<file path="config.mk">
export PLATFORM = sky130hd
export DESIGN_NAME = cascade_timer_bank
export DESIGN_NICKNAME = d
export VERILOG_FILES = /design/src/rtl/ctb_pkg.sv /design/src/rtl/ctb_prescaler.sv /design/src/rtl/ctb_channel.sv /design/src/rtl/cascade_timer_bank.sv
export SDC_FILE = /design/constraint.sdc
export NUM_CORES = 1
export LEC_CHECK = 0
export CAP_MARGIN = 30
export CORE_MARGIN = 1.5
export CORE_UTILIZATION = 58
export DETAILED_ROUTE_END_ITERATION = 8
export GPL_ROUTABILITY_DRIVEN = 0
export GPL_TIMING_DRIVEN = 0
export PLACE_DENSITY_LB_ADDON = 0.05
export SYNTH_ARGS = -nofsm -noshare
export SYNTH_HDL_FRONTEND = slang
export SYNTH_SLANG_ARGS = --single-unit
</file>
<file path="constraint.sdc">
create_clock -name clk -period 8.1 [get_ports clk]
set_input_delay 1.62 -clock clk [delete_from_list [all_inputs] [get_ports clk]]
set_output_delay 1.62 -clock clk [all_outputs]
set_load 0.05 [all_outputs]
</file>
<file path="src/rtl/ctb_pkg.sv">
package ctb_pkg;
   localparam int MAX_SHIFT = 10;
   localparam int PRE_W     = MAX_SHIFT;

   typedef struct packed {
      logic       enable;
      logic       irq_en;
      logic       cascade;
      logic [1:0] psel;
   } ctb_ctl_t;

   function automatic logic [PRE_W-1:0] psel_mask(input logic [1:0] sel);
      int sh;
      case (sel)
         2'd0:    sh = 0;
         2'd1:    sh = 6;
         2'd2:    sh = 8;
         default: sh = MAX_SHIFT;
      endcase
      return PRE_W'((1 << sh) - 1);
   endfunction

   function automatic ctb_ctl_t ctl_from_bits(input logic [7:0] d);
      ctb_ctl_t c;
      c.enable  = d[7];
      c.irq_en  = d[6];
      c.cascade = d[2];
      c.psel    = d[1:0];
      return c;
   endfunction

   function automatic logic [7:0] ctl_to_bits(input ctb_ctl_t c);
      return {c.enable, c.irq_en, 3'b000, c.cascade, c.psel};
   endfunction
endpackage

</file>
<file path="src/rtl/ctb_prescaler.sv">
module ctb_prescaler #(
   parameter int PRE_W = ctb_pkg::PRE_W
) (
   input  logic             clk,
   input  logic             rst_n,
   input  logic             clr,
   input  logic [PRE_W-1:0] mask,
   output logic             tick
);
   logic [PRE_W-1:0] phase_q;

   always_ff @(posedge clk or negedge rst_n) begin
      if (!rst_n)   phase_q <= '0;
      else if (clr) phase_q <= '0;
      else          phase_q <= phase_q + 1'b1;
   end

   assign tick = ((phase_q & mask) == mask);
endmodule

</file>
<file path="src/rtl/ctb_channel.sv">
module ctb_channel #(
   parameter int CNT_W     = 16,
   parameter bit CAN_CHAIN = 1'b1
) (
   input  logic                clk,
   input  logic                rst_n,
   input  logic                ctl_wr,
   input  logic                rld_wr,
   input  logic [CNT_W-1:0]    wr_data,
   input  logic                chain_in,
   output logic [CNT_W-1:0]    count,
   output logic [CNT_W-1:0]    reload,
   output ctb_pkg::ctb_ctl_t   ctl,
   output logic                armed,
   output logic                ovf,
   output logic                irq
);
   import ctb_pkg::*;

   ctb_ctl_t new_ctl;
   logic     tick, src, stop, start, step;

   assign new_ctl = ctl_from_bits(wr_data[7:0]);
   assign stop    = ctl_wr & ~new_ctl.enable;
   assign start   = ctl_wr & new_ctl.enable & ~ctl.enable;

   ctb_prescaler #(.PRE_W(PRE_W)) u_pre (
      .clk   (clk),
      .rst_n (rst_n),
      .clr   (~armed),
      .mask  (psel_mask(ctl.psel)),
      .tick  (tick)
   );

   generate
      if (CAN_CHAIN) begin : g_chain
         assign src = ctl.cascade ? chain_in : tick;
      end else begin : g_free
         assign src = tick;
      end
   endgenerate

   assign step = armed & src & ~stop & ~start;
   assign ovf  = step & (&count);

   always_ff @(posedge clk or negedge rst_n) begin
      if (!rst_n) begin
         count  <= '0;
         reload <= '0;
         ctl    <= '0;
         armed  <= 1'b0;
         irq    <= 1'b0;
      end else begin
         irq <= ovf & ctl.irq_en;
         if (rld_wr) reload <= wr_data;
         if (ctl_wr) ctl <= new_ctl;
         if (start) begin
            count <= reload;
            armed <= 1'b0;
         end else if (stop || !ctl.enable) begin
            armed <= 1'b0;
         end else if (!armed) begin
            armed <= 1'b1;
         end else if (step) begin
            count <= ovf ? reload : count + 1'b1;
         end
      end
   end
endmodule

</file>
<file path="src/rtl/cascade_timer_bank.sv">
module cascade_timer_bank #(
   parameter int NUM_CH   = 4,
   parameter int CNT_W    = 16,
   parameter int IRQ_BASE = 3,
   localparam int CH_W    = $clog2(NUM_CH),
   localparam int ADDR_W  = CH_W + 1,
   localparam int IRQ_W   = IRQ_BASE + NUM_CH
) (
   input  logic              clk,
   input  logic              rst_n,
   input  logic              wr_en,
   input  logic [ADDR_W-1:0] wr_addr,
   input  logic [CNT_W-1:0]  wr_data,
   input  logic [ADDR_W-1:0] rd_addr,
   output logic [CNT_W-1:0]  rd_data,
   output logic [IRQ_W-1:0]  irq_req
);
   import ctb_pkg::*;

   if (NUM_CH < 2) begin : g_bad_ch
      $error("cascade_timer_bank: NUM_CH must be at least 2");
   end
   if (CNT_W < 8) begin : g_bad_w
      $error("cascade_timer_bank: CNT_W must hold the 8-bit control layout");
   end
   if (IRQ_BASE < 0) begin : g_bad_irq
      $error("cascade_timer_bank: IRQ_BASE must not be negative");
   end

   logic [NUM_CH-1:0][CNT_W-1:0] cnt_q;
   logic [NUM_CH-1:0][CNT_W-1:0] reload_q;
   ctb_ctl_t [NUM_CH-1:0]        ctl_q;
   logic [NUM_CH-1:0]            armed_q;
   logic [NUM_CH-1:0]            ovf_q;
   logic [NUM_CH-1:0]            irq_q;

   logic [CH_W-1:0] wr_ch, rd_ch;
   assign wr_ch = wr_addr[ADDR_W-1:1];
   assign rd_ch = rd_addr[ADDR_W-1:1];

   for (genvar n = 0; n < NUM_CH; n++) begin : g_ch
      logic sel_hit, chain;
      assign sel_hit = wr_en && (wr_ch == CH_W'(n));
      if (n == 0) begin : g_first
         assign chain = 1'b0;
      end else begin : g_next
         assign chain = ovf_q[n-1];
      end
      ctb_channel #(.CNT_W(CNT_W), .CAN_CHAIN(n > 0)) u_ch (
         .clk      (clk),
         .rst_n    (rst_n),
         .ctl_wr   (sel_hit & wr_addr[0]),
         .rld_wr   (sel_hit & ~wr_addr[0]),
         .wr_data  (wr_data),
         .chain_in (chain),
         .count    (cnt_q[n]),
         .reload   (reload_q[n]),
         .ctl      (ctl_q[n]),
         .armed    (armed_q[n]),
         .ovf      (ovf_q[n]),
         .irq      (irq_q[n])
      );
   end

   always_comb begin
      rd_data = '0;
      for (int n = 0; n < NUM_CH; n++) begin
         if (rd_ch == CH_W'(n)) begin
            rd_data = rd_addr[0] ? CNT_W'(ctl_to_bits(ctl_q[n])) : cnt_q[n];
         end
      end
   end

   if (IRQ_BASE > 0) begin : g_irq_off
      assign irq_req = {irq_q, {IRQ_BASE{1'b0}}};
   end else begin : g_irq_flat
      assign irq_req = irq_q;
   end
endmodule

</file>
# Word-level counts from Yosys, hierarchy flattened

Cells that the tools add are included.

Bits in registers: 196
Input port bits: 25

Add/subtract/negate cells: 12
Equality and inequality tests: 22
Shift operators: 4
Muxes and demuxes: 47
Bitwise gates (word level): 58
Reduce and logical (&&, ||, !) cells: 34

Operators by type and width:

| kind                                                                     | count |
|---|---|
| 16-bit two-way mux                                                       | 28 |
| 16-bit by 1-bit adder with 16-bit output (second input constant)         | 4 |
| 16-bit AND reduction                                                     | 4 |
| 4-bit one-hot mux with 3 select lines                                    | 4 |
| 10-bit by 1-bit adder with 10-bit output (second input constant)         | 4 |
| 1-bit bitwise AND                                                        | 40 |
| 10-bit bitwise AND                                                       | 4 |
| 10-bit equality test                                                     | 4 |
| 10-bit two-way mux                                                       | 4 |
| 1-bit by 4-bit left shift with 10-bit output (first input constant)      | 4 |
| 10-bit by 2-bit subtractor with 10-bit output (second input constant)    | 4 |
| 2-bit equality test (second input constant)                              | 8 |
| 2-bit nonzero test                                                       | 8 |
| 1-bit inverter                                                           | 14 |
| 2-bit by 1-bit equality test with 1-bit output (second input constant)   | 6 |
| 2-bit zero test                                                          | 6 |
| 3-bit AND reduction                                                      | 4 |
| 1-bit two-way mux                                                        | 11 |
| 2-bit by 1-bit inequality test with 1-bit output (second input constant) | 4 |
| 1-bit logical AND                                                        | 4 |
| 1-bit zero test                                                          | 4 |
| 1-bit logical OR                                                         | 4 |

# Depth between registers and ports, before layout

Gate-level depths: netlist (run 1).

Depth in word-level cells: 30
Depth in mapped cells: 12
Gate-level depth less buffers: 9

# Hierarchy

From an unflattened synthesis (run 1), not the netlist that was laid out.

Cells, all modules: 1050
Area total of the unflattened synthesis: 11104.4 sq um

Modules (own cells, without submodules):

| module                          | instances | cells an instance | area an instance (sq um) | sequential area each (sq um) |
|---|---|---|---|---|
| ctb_channel at g_ch[2].u_ch ... | 2         | 175               | 2011.9                   | 975.9 |
| ctb_channel at g_ch[0].u_ch     | 1         | 218               | 2154.6                   | 975.9 |
| ctb_prescaler                   | 4         | 57                | 525.5                    | 250.2 |
| ctb_channel at g_ch[1].u_ch     | 1         | 194               | 2062.0                   | 975.9 |
| cascade_timer_bank              | 1         | 60                | 762.0                    | 0.0 |

# Worst setup path after synthesis (run 1)

No wires, ideal clock.

Path type: input port to output port
From: input port rd_addr[2]
To: output port rd_data[10]
Data arrival time: 3265 ps
Data required time: 6480 ps
Slack: 3215 ps
Stages on the path: 4
Path through: buf_1 buf_1 mux4_2 nor2b_1

Cells in the longest elaborated chain, start to end: 5
Elaborated cells between the ends (all ways): 8
Those cells by class: eq/ne (3); mux (4); reduce/logical (1)

RTL lines:

| element                         | RTL line                 | text |
|---|---|---|
| start, declared                 | cascade_timer_bank.sv:14 | `input logic [ADDR_W-1:0] rd_addr,` |
| 2-bit zero test                 | cascade_timer_bank.sv:68 | `if (rd_ch == CH_W'(n)) begin` |
| 16-bit two-way mux (3 in a row) | cascade_timer_bank.sv:68 |  |
| 16-bit two-way mux *            | cascade_timer_bank.sv:68 |  |
| end, declared                   | cascade_timer_bank.sv:15 | `output logic [CNT_W-1:0] rd_data,` |

Every way passes the cells marked *; elsewhere a longest branch is shown, timed or not.

# Final worst setup path (run 1)

From: input port rd_addr[1]
To: output port rd_data[6]

Same word-level chain as after synthesis.

==> results of run 1 <==
## stage by stage
| stage | power [mW] | area [µm²] | TNS, ps | cells |
|---|---|---|---|---|
| detailed placement | 2.32 | 11400 | 0 | 1294 |
| global route | 3.42 | 12000 | 0 | 1325 |
| CTS | 3.25 | 12000 | 0 | 1325 |
| floorplan | 2.00 | 10700 | 0 | 1020 |
| finish | 3.26 | 12000 | 0 | 1325 |
| global placement | 2.29 | 11300 | -548620 | 1287 |
## placed cells by master, fill, tap and decap left out, types with 6 or more instances in the layout
cell type          n
buf_2             20
nand4_1           31
clkbuf_16         17
and3_1            20
nand2_1           74
o21a_1             7
mux2i_1           18
nor2b_1           22
nor4_1             6
a2bb2oi_1          7
a31oi_1           10
ha_1               8
buf_4             12
mux2_2            81
a21boi_0           7
mux4_2            21
and2_1            39
nand2b_1           7
dfrtp_1          196
nand3_1           66
o21ai_0           45
o22ai_1            6
xor2_1             8
clkbuf_1          29
buf_1              6
nor2_1            43
xnor2_1           21
a21oi_1           72
nor3_1            20
inv_1             24
clkdlybuf4s50_1   37
nor3b_1            7
## where the power goes
group	switching (mW)	internal, mW	total (mW)
Sequential	0.290	1.20	1.49
Combinational	0.449	0.374	0.823
Clock	0.383	0.559	0.941
Total	1.12	2.13	3.26
## flip-flops by register name, indices dropped and copies added (netlist names)
signal                   cells
g_ch.u_ch.reload            64
g_ch.u_ch.irq                4
g_ch.u_ch.armed              4
g_ch.u_ch.count             64
g_ch.u_ch.u_pre.phase_q     40
g_ch.u_ch.ctl               20
## worst max-delay path, cell delays in order
cell	delay [ps]
clkdlybuf4s50_1	550
buf_1	660
mux4_2	630
mux2_2	300
clkdlybuf4s50_1	710
## worst paths after layout
check                                                end  slack, ps  cells past startpoint
max                                           rd_data[6]       2000                      5
min                        g_ch[2].u_ch.u_pre.phase_q[0]        460                      1
max reg2reg                       g_ch[3].u_ch.count[11]       4570                     10
min reg2reg                g_ch[2].u_ch.u_pre.phase_q[0]        460                      1
max in group asynchronous         g_ch[3].u_ch.count[15]       5980                      2
min in group asynchronous  g_ch[0].u_ch.u_pre.phase_q[5]       1170                      1
## final cells by class
cell class | instances | area [µm²] | area share
multi-input cells | 737 | 5330 | 0.443
flip-flops and latches | 196 | 4900 | 0.408
clock buffers | 20 | 447 | 0.0371
repair buffers | 45 | 443 | 0.0368
plain buffers | 63 | 329 | 0.0274
well taps | 229 | 287 | 0.0238
clock inverters | 11 | 199 | 0.0165
inverters | 24 | 90.1 | 0.00749
## logic make-up (layout without fill, tap and decap cells)
logic type,after synthesis,in the layout,synth area share
other,1,3,0.000352
DFF,196,196,0.461
and+or+nand+nor,365,365,0.184
buffers and inverters,87,163,0.0394
adders and majority gates,8,8,0.00940
xor gates and xnor gates,29,29,0.0239
muxes,120,120,0.147
AOI/OAI and AO/OA,212,212,0.135
## metal layers
metal  global-route usage  up-vias  part of all wire
met3               0.0478       49             0.055
met2                0.479      267              0.48
met5                    0        -                 0
li1                     -     3849                 -
met1                0.417     4190              0.44
met4               0.0986        0             0.027
==> results.sh, run 1 <==
export IMPL_startpoint="rd_addr[1]"
export IMPL_finClkSkew_ps=9.01
export IMPL_netlist_top_cells_area="dfrtp_1 46%, mux2_2 8.6%, mux4_2 4.4%"
export IMPL_power_leakage_nw=5.11
export IMPL_ir_drop_v=0.000184
export IMPL_finalSetupViolCount=0
export IMPL_vias_per_cell=6.31
export IMPL_dieArea_um2=19200
export IMPL_r2r_start="g_ch[0].u_ch.count[0]"
export IMPL_syn_inst=1018
export IMPL_root_buffer="clkbuf_16"
export IMPL_drt_total_wl_um=27600
export IMPL_h_tree_depth=4
export IMPL_ys_flop_type="dfrtp_1"
export IMPL_nFillCells=1488
export IMPL_die_w_um=139
export IMPL_ys_types=78
export IMPL_fin_util=0.670
export IMPL_hold_slack_ps=457
export IMPL_drc=0
export IMPL_fmax_mhz=164
export IMPL_hold_viol_final=0
export IMPL_grt_pass1_vias=8243
export IMPL_clock_path_buffers=2
export IMPL_slew_headroom=0.428
export IMPL_layout_drive_gt1_share=0.182
export IMPL_numPortBuffers=38
export IMPL_ys_ff_latch=196
export IMPL_drtPass1Iterations=5
export IMPL_min_path_type="flip-flop to flip-flop"
export IMPL_cts_tree="built"
export IMPL_num_io_pins=48
export IMPL_post_drt_wl_per_cell_um=20.8
export IMPL_cts_setup_buffers=0
export IMPL_yosysTopAreaCellShare=0.461
export IMPL_crit_arrival_ps=4480
export IMPL_cts_hold_buf=0
export IMPL_power_density_nw_per_um2=271
export IMPL_nets=1117
export IMPL_first_iter_violations=726
export IMPL_num_antenna_cells=0
export IMPL_synth_common_cells="196 x dfrtp_1, 81 x mux2_2, 74 x nand2_1"
export IMPL_gr_total_overflow=0
export IMPL_cts_clk_slew_worst_paths_ps=70
export IMPL_worstSkewPairLatency_ps=430
export IMPL_ys_seq_area_frac=0.461
export IMPL_cts_buffers=17
export IMPL_max_cap_violations=0
export IMPL_synth_most_common_cell="dfrtp_1"
export IMPL_ys_warn_count=0
export IMPL_drv_slew=0
export IMPL_track_usage=0.298
export IMPL_syn_area_um2=10600
export IMPL_tightest_slew_ps=850
export IMPL_path_class="primary input to output port"
export IMPL_period_needed_ps=6100
export IMPL_fin_crit_sh=0.753
export IMPL_cp_end_kind="output port"
export IMPL_synth_area_per_cell_um2=10.5
export IMPL_vias=8355
export IMPL_grt_max_degree=110
export IMPL_initial_core_util=0.593
export IMPL_rows=49
export IMPL_dp_hpwl_um=20000
export IMPL_numClockSinks=196
export IMPL_start_kind="primary input"
export IMPL_outcome="completed"
export IMPL_antenna_found_initial=1
export IMPL_fin_ws_ps=2000
export IMPL_hp_start="g_ch[2].u_ch.u_pre.phase_q[0]"
export IMPL_chipHeight_um=139
export IMPL_grt_pass1_wl_um=44600
export IMPL_rsz0062_at_grt="false"
export IMPL_crit_path_max_fanout=10
export IMPL_pre_cts_slack_ps=1970
export IMPL_core_area_um2=18000
export IMPL_antenna_left=0
export IMPL_synth_edf_count=0
export IMPL_syn2layout_area_growth_pct=13.0
export IMPL_ctsResizeCount=0
export IMPL_yosysTopAreaCell="dfrtp_1"
export IMPL_synth_async_sr_flop_share=1.00
export IMPL_crit_required_ps=6480
Note: power is estimated with default switching activity, not from simulation.
==> run 2: changes to the inputs <==
--- a/config.mk
+++ b/config.mk
@@ -7,7 +7,7 @@
 export LEC_CHECK = 0
 export CAP_MARGIN = 30
 export CORE_MARGIN = 1.5
-export CORE_UTILIZATION = 58
+export CORE_UTILIZATION = 55
 export DETAILED_ROUTE_END_ITERATION = 8
 export GPL_ROUTABILITY_DRIVEN = 0
 export GPL_TIMING_DRIVEN = 0
==> constraint.sdc (replaced) <==
create_clock -name clk -period 5.3 [get_ports clk]
set_input_delay 1.06 -clock clk [delete_from_list [all_inputs] [get_ports clk]]
set_output_delay 1.06 -clock clk [all_outputs]
set_load 0.05 [all_outputs]
==> results.sh, run 2 (synthesized netlist as in run 1, its figures left out) <==
export IMPL_outcome="completed"
export IMPL_antenna_left=0
export IMPL_max_cap_violations=0
export IMPL_clock_path_buffers=2
export IMPL_grt_pass1_vias=8050
export IMPL_pre_cts_slack_ps=261
export IMPL_drtPass1Iterations=5
export IMPL_min_path_type="flip-flop to flip-flop"
export IMPL_finalSetupViolCount=0
export IMPL_path_class="primary input to output port"
export IMPL_initial_core_util=0.566
export IMPL_dp_hpwl_um=20300
export IMPL_num_antenna_cells=0
export IMPL_cts_clk_slew_worst_paths_ps=70
export IMPL_drv_slew=0
export IMPL_critPathMaxStageDelay_ps=710
export IMPL_layout_drive_gt1_share=0.184
export IMPL_seqPwrFrac=0.471
export IMPL_design_area_um2=12000
export IMPL_period_needed_ps=5020
export IMPL_cts_setup_buffers=0
export IMPL_fin_setup_tns_ps=0
export IMPL_die_w_um=142
export IMPL_drt_total_wl_um=28100
export IMPL_fin_util=0.637
export IMPL_grt_pass1_wl_um=44300
export IMPL_first_iter_violations=635
export IMPL_crit_required_ps=4240
export IMPL_gr_total_overflow=0
export IMPL_layout_top_registers="g_ch.u_ch.count (64), g_ch.u_ch.reload (64), g_ch.u_ch.u_pre.phase_q (40)"
export IMPL_final_cell_mix="196 x dfrtp_1, 81 x mux2_2, 74 x nand2_1"
export IMPL_cp_end_kind="output port"
export IMPL_core_area_um2=18800
export IMPL_cts_hold_buf=0
export IMPL_numPortBuffers=38
export IMPL_worstSkewPairLatency_ps=440
export IMPL_finClkSkew_ps=10.7
export IMPL_cts_tree="built"
export IMPL_power_density_nw_per_um2=404
export IMPL_tightest_slew_ps=889
export IMPL_start_kind="primary input"
export IMPL_hold_slack_ps=471
export IMPL_track_usage=0.289
export IMPL_vias=8377
export IMPL_drc=0
export IMPL_chipHeight_um=142
export IMPL_switching_share=0.364
export IMPL_numClockSinks=196
export IMPL_power_total_mw=4.85
export IMPL_path_common_cell="clkdlybuf4s50_1"
export IMPL_clkPwrFrac=0.267
export IMPL_layout_commonest_cell="dfrtp_1"
export IMPL_crit_chain="clkdlybuf4s50_1 -> buf_1 -> mux4_2 -> mux2_2 -> clkdlybuf4s50_1"
export IMPL_power_leakage_nw=5.08
export IMPL_ctsResizeCount=0
export IMPL_h_tree_depth=4
export IMPL_p_comb_frac=0.262
export IMPL_vias_per_cell=6.17
export IMPL_p_int_mw=3.08
export IMPL_cts_buffers=17
export IMPL_antenna_found_initial=0
export IMPL_post_drt_wl_per_cell_um=20.7
export IMPL_num_io_pins=48
export IMPL_rsz0062_at_grt="false"
export IMPL_dpl_cell_area_um2=11400
export IMPL_syn2layout_area_growth_pct=12.7
export IMPL_switchingPower_mw=1.76
export IMPL_crit_path_max_fanout=10
export IMPL_slowest_stage="clkdlybuf4s50_1"
export IMPL_fin_crit_sh=0.948
export IMPL_crit_arrival_ps=3960
export IMPL_hold_viol_final=0
export IMPL_ir_drop_v=0.000238
export IMPL_dp_cells=1325
export IMPL_fin_ws_ps=277
export IMPL_fmax_mhz=199
export IMPL_slew_headroom=0.407
export IMPL_rows=50
export IMPL_dieArea_um2=20200
export IMPL_nets=1117
export IMPL_grt_max_degree=121
export IMPL_root_buffer="clkbuf_16"
export IMPL_layout_cells_non_filler=1357
## run 2: cell types whose count changed in the layout (fill, tap and decap cells not counted), sizes merged
cell	before	now
bufinv	5	1
clkbuf	47	45
clkinv	4	6
clkinvlp	0	1
inv	26	30
## run 2: path summary, 6_finish.rpt
path,slack [ps],endpoint,depth (start not counted),start
setup reg to reg,1740,g_ch[3].u_ch.count[3],10,g_ch[1].u_ch.count[0]
min in group asynchronous,570,g_ch[0].u_ch.u_pre.phase_q[6],1,rst_n
max in group asynchronous,3730,g_ch[2].u_ch.reload[4],2,rst_n
hold reg to reg,470,g_ch[2].u_ch.u_pre.phase_q[0],1,g_ch[2].u_ch.u_pre.phase_q[0]
hold / removal,470,g_ch[2].u_ch.u_pre.phase_q[0],1,g_ch[2].u_ch.u_pre.phase_q[0]
setup / recovery,280,rd_data[6],5,rd_addr[1]
## run 2: power groups by stage
stage	combinational (mW)	clock (mW)	sequential (mW)
6_report	1.27	1.29	2.28
5_1_grt	1.39	1.37	2.33
4_1_cts	1.27	1.31	2.26
3_5_place_dp	1.26	0	2.29
3_3_place_gp	1.23	0	2.28
2_1_floorplan	0.946	0	2.11
## run 2: routing by layer
layer,vias to the layer above,GRT usage,part of all wire
met5,-,0,0
met4,0,0.0836,0.022
met2,299,0.471,0.48
met3,47,0.0441,0.056
met1,4180,0.402,0.44
li1,3851,-,-
## run 2: cell type report
type / count / area, µm²
Fill cell: 1565 / 6830
Inverter: 24 / 90.1
Buffer: 63 / 329
Tap cell: 260 / 325
Clock inverter: 14 / 140
Timing Repair Buffer: 45 / 443
Multi-Input combinational cell: 737 / 5330
Clock buffer: 18 / 439
Sequential cell: 196 / 4900
## run 2: worst max-delay path: cells and delay by family
family                 cells  cell delay [ps]
muxes                      2              940
buffers and inverters      3             1960
==> run 3: changes to the inputs <==
--- a/config.mk
+++ b/config.mk
@@ -5,7 +5,7 @@
 export SDC_FILE = /design/constraint.sdc
 export NUM_CORES = 1
 export LEC_CHECK = 0
-export CAP_MARGIN = 30
+export CORE_ASPECT_RATIO = 0.9
 export CORE_MARGIN = 1.5
 export CORE_UTILIZATION = 55
 export DETAILED_ROUTE_END_ITERATION = 8
==> results.sh, run 3 (synthesized netlist as in run 1, its figures left out) <==
export IMPL_numPortBuffers=38
export IMPL_h_tree_depth=4
export IMPL_root_buffer="clkbuf_16"
export IMPL_switchingPower_mw=1.75
export IMPL_drtPass1Iterations=6
export IMPL_grt_pass1_wl_um=43900
export IMPL_crit_arrival_ps=3920
export IMPL_final_cell_mix="196 x dfrtp_1, 81 x mux2_2, 74 x nand2_1"
export IMPL_path_common_cell="clkdlybuf4s50_1"
export IMPL_cts_setup_buffers=0
export IMPL_critPathMaxStageDelay_ps=710
export IMPL_nets=1111
export IMPL_num_io_pins=48
export IMPL_p_int_mw=3.16
export IMPL_outcome="completed"
export IMPL_nFillCells=1585
export IMPL_drt_total_wl_um=27900
export IMPL_antenna_left=0
export IMPL_crit_path_max_fanout=10
export IMPL_layout_commonest_cell="dfrtp_1"
export IMPL_chipHeight_um=135
export IMPL_ctsResizeCount=0
export IMPL_num_antenna_cells=0
export IMPL_slew_headroom=0.211
export IMPL_ir_drop_v=0.000209
export IMPL_cts_hold_buf=0
export IMPL_power_density_nw_per_um2=410
export IMPL_antenna_found_initial=0
export IMPL_slowest_stage="clkdlybuf4s50_1"
export IMPL_clock_path_buffers=2
export IMPL_drv_slew=0
export IMPL_drc=0
export IMPL_rsz0062_at_grt="false"
export IMPL_cp_end_kind="output port"
export IMPL_switching_share=0.356
export IMPL_routed_wl_met3_um=1670
export IMPL_max_cap_violations=0
export IMPL_hold_slack_ps=459
export IMPL_gr_total_overflow=0
export IMPL_cts_buffers=17
export IMPL_layout_top_registers="g_ch.u_ch.count (64), g_ch.u_ch.reload (64), g_ch.u_ch.u_pre.phase_q (40)"
export IMPL_fmax_mhz=201
export IMPL_crit_required_ps=4240
export IMPL_vias=8320
export IMPL_grt_pass1_vias=7747
export IMPL_hold_viol_final=0
export IMPL_tightest_slew_ps=1170
export IMPL_first_iter_violations=806
export IMPL_cts_clk_slew_worst_paths_ps=70
export IMPL_initial_core_util=0.558
export IMPL_path_class="primary input to output port"
export IMPL_fin_crit_sh=0.940
export IMPL_worstSkewPairLatency_ps=450
export IMPL_clkPwrFrac=0.278
export IMPL_pre_cts_slack_ps=286
export IMPL_crit_chain="clkdlybuf4s50_1 -> buf_1 -> mux4_2 -> mux2_2 -> clkdlybuf4s50_1"
export IMPL_die_w_um=150
export IMPL_cts_tree="built"
export IMPL_power_leakage_nw=5.05
export IMPL_min_path_type="flip-flop to flip-flop"
export IMPL_rows=48
export IMPL_period_needed_ps=4980
export IMPL_layout_drive_gt1_share=0.177
export IMPL_core_area_um2=19100
export IMPL_vias_per_cell=6.20
export IMPL_highest_layer="met4"
export IMPL_track_usage=0.289
export IMPL_seqPwrFrac=0.466
export IMPL_dr_wl_met2_um=12700
export IMPL_p_comb_frac=0.256
export IMPL_fin_ws_ps=317
export IMPL_dieArea_um2=20200
export IMPL_post_drt_wl_per_cell_um=20.8
export IMPL_numClockSinks=196
export IMPL_syn2layout_area_growth_pct=12.6
export IMPL_wl_met1_um=13100
export IMPL_grt_max_degree=121
export IMPL_finalSetupViolCount=0
export IMPL_dp_hpwl_um=20100
export IMPL_start_kind="primary input"
export IMPL_finClkSkew_ps=8.67
## run 3: cell types whose count changed in the layout (fill, tap and decap cells not counted)
| cell | before | now |
|---|---|---|
| clkbuf_1 | 27 | 30 |
| buf_2 | 20 | 14 |
| inv_6 | 4 | 3 |
| clkinv_4 | 4 | 1 |
| clkinvlp_4 | 1 | 3 |
| bufinv_16 | 1 | 3 |
| clkbuf_8 | 1 | 0 |
| clkinv_2 | 2 | 0 |
## run 3: power groups by stage
stage	sequential, mW	combinational [mW]	clock, mW
floorplan	2.11	0.946	0
global placement	2.29	1.23	0
detailed placement	2.29	1.26	0
CTS	2.27	1.26	1.39
global route	2.33	1.38	1.45
finish	2.29	1.26	1.37
## run 3: worst paths after layout
path                                          startpoint                            end  slack, ps  depth (start not counted)
max reg2reg                        g_ch[1].u_ch.count[0]          g_ch[3].u_ch.count[3]       1790                         10
max                                           rd_addr[1]                     rd_data[6]        320                          5
min                        g_ch[2].u_ch.u_pre.phase_q[0]  g_ch[2].u_ch.u_pre.phase_q[0]        460                          1
max in group asynchronous                          rst_n         g_ch[1].u_ch.count[12]       3720                          2
min in group asynchronous                          rst_n  g_ch[0].u_ch.u_pre.phase_q[3]        580                          1
min reg2reg                g_ch[2].u_ch.u_pre.phase_q[0]  g_ch[2].u_ch.u_pre.phase_q[0]        460                          1
## run 3: routing by layer
metal | GRT usage | up-vias
li1 | - | 3854
met2 | 0.443 | 264
met1 | 0.429 | 4164
met4 | 0.0730 | 0
met3 | 0.0453 | 38
met5 | 0 | -
## run 3: area by class of cell
type / count / area [µm²] / area share
clock buffers: 20 / 437 / 0.0364
plain buffers: 63 / 329 / 0.0274
repair buffers: 39 / 413 / 0.0344
clock inverters: 12 / 170 / 0.0142
multi-input cells: 737 / 5330 / 0.445
inverters: 24 / 90.1 / 0.00751
well taps: 250 / 313 / 0.0261
flip-flops and latches: 196 / 4900 / 0.409
## run 3: worst max-delay path, delay by kind of cell
| family | cells | cell delay [ps] |
|---|---|---|
| buffers and inverters | 3 | 1930 |
| multiplexers | 2 | 940 |
## run 3: per-stage QoR
stage,instance area (µm²),utilization,setup TNS [ps],total power [mW],std cells
final,12000,0.628,0,4.91,1341
after global routing,12000,0.628,0,5.16,1341
after CTS,12000,0.628,0,4.91,1341
after detailed placement,11400,0.596,0,3.55,1309
after global placement,11300,0.594,-1012410,3.52,1308
after floorplan,10700,-,0,3.06,1020
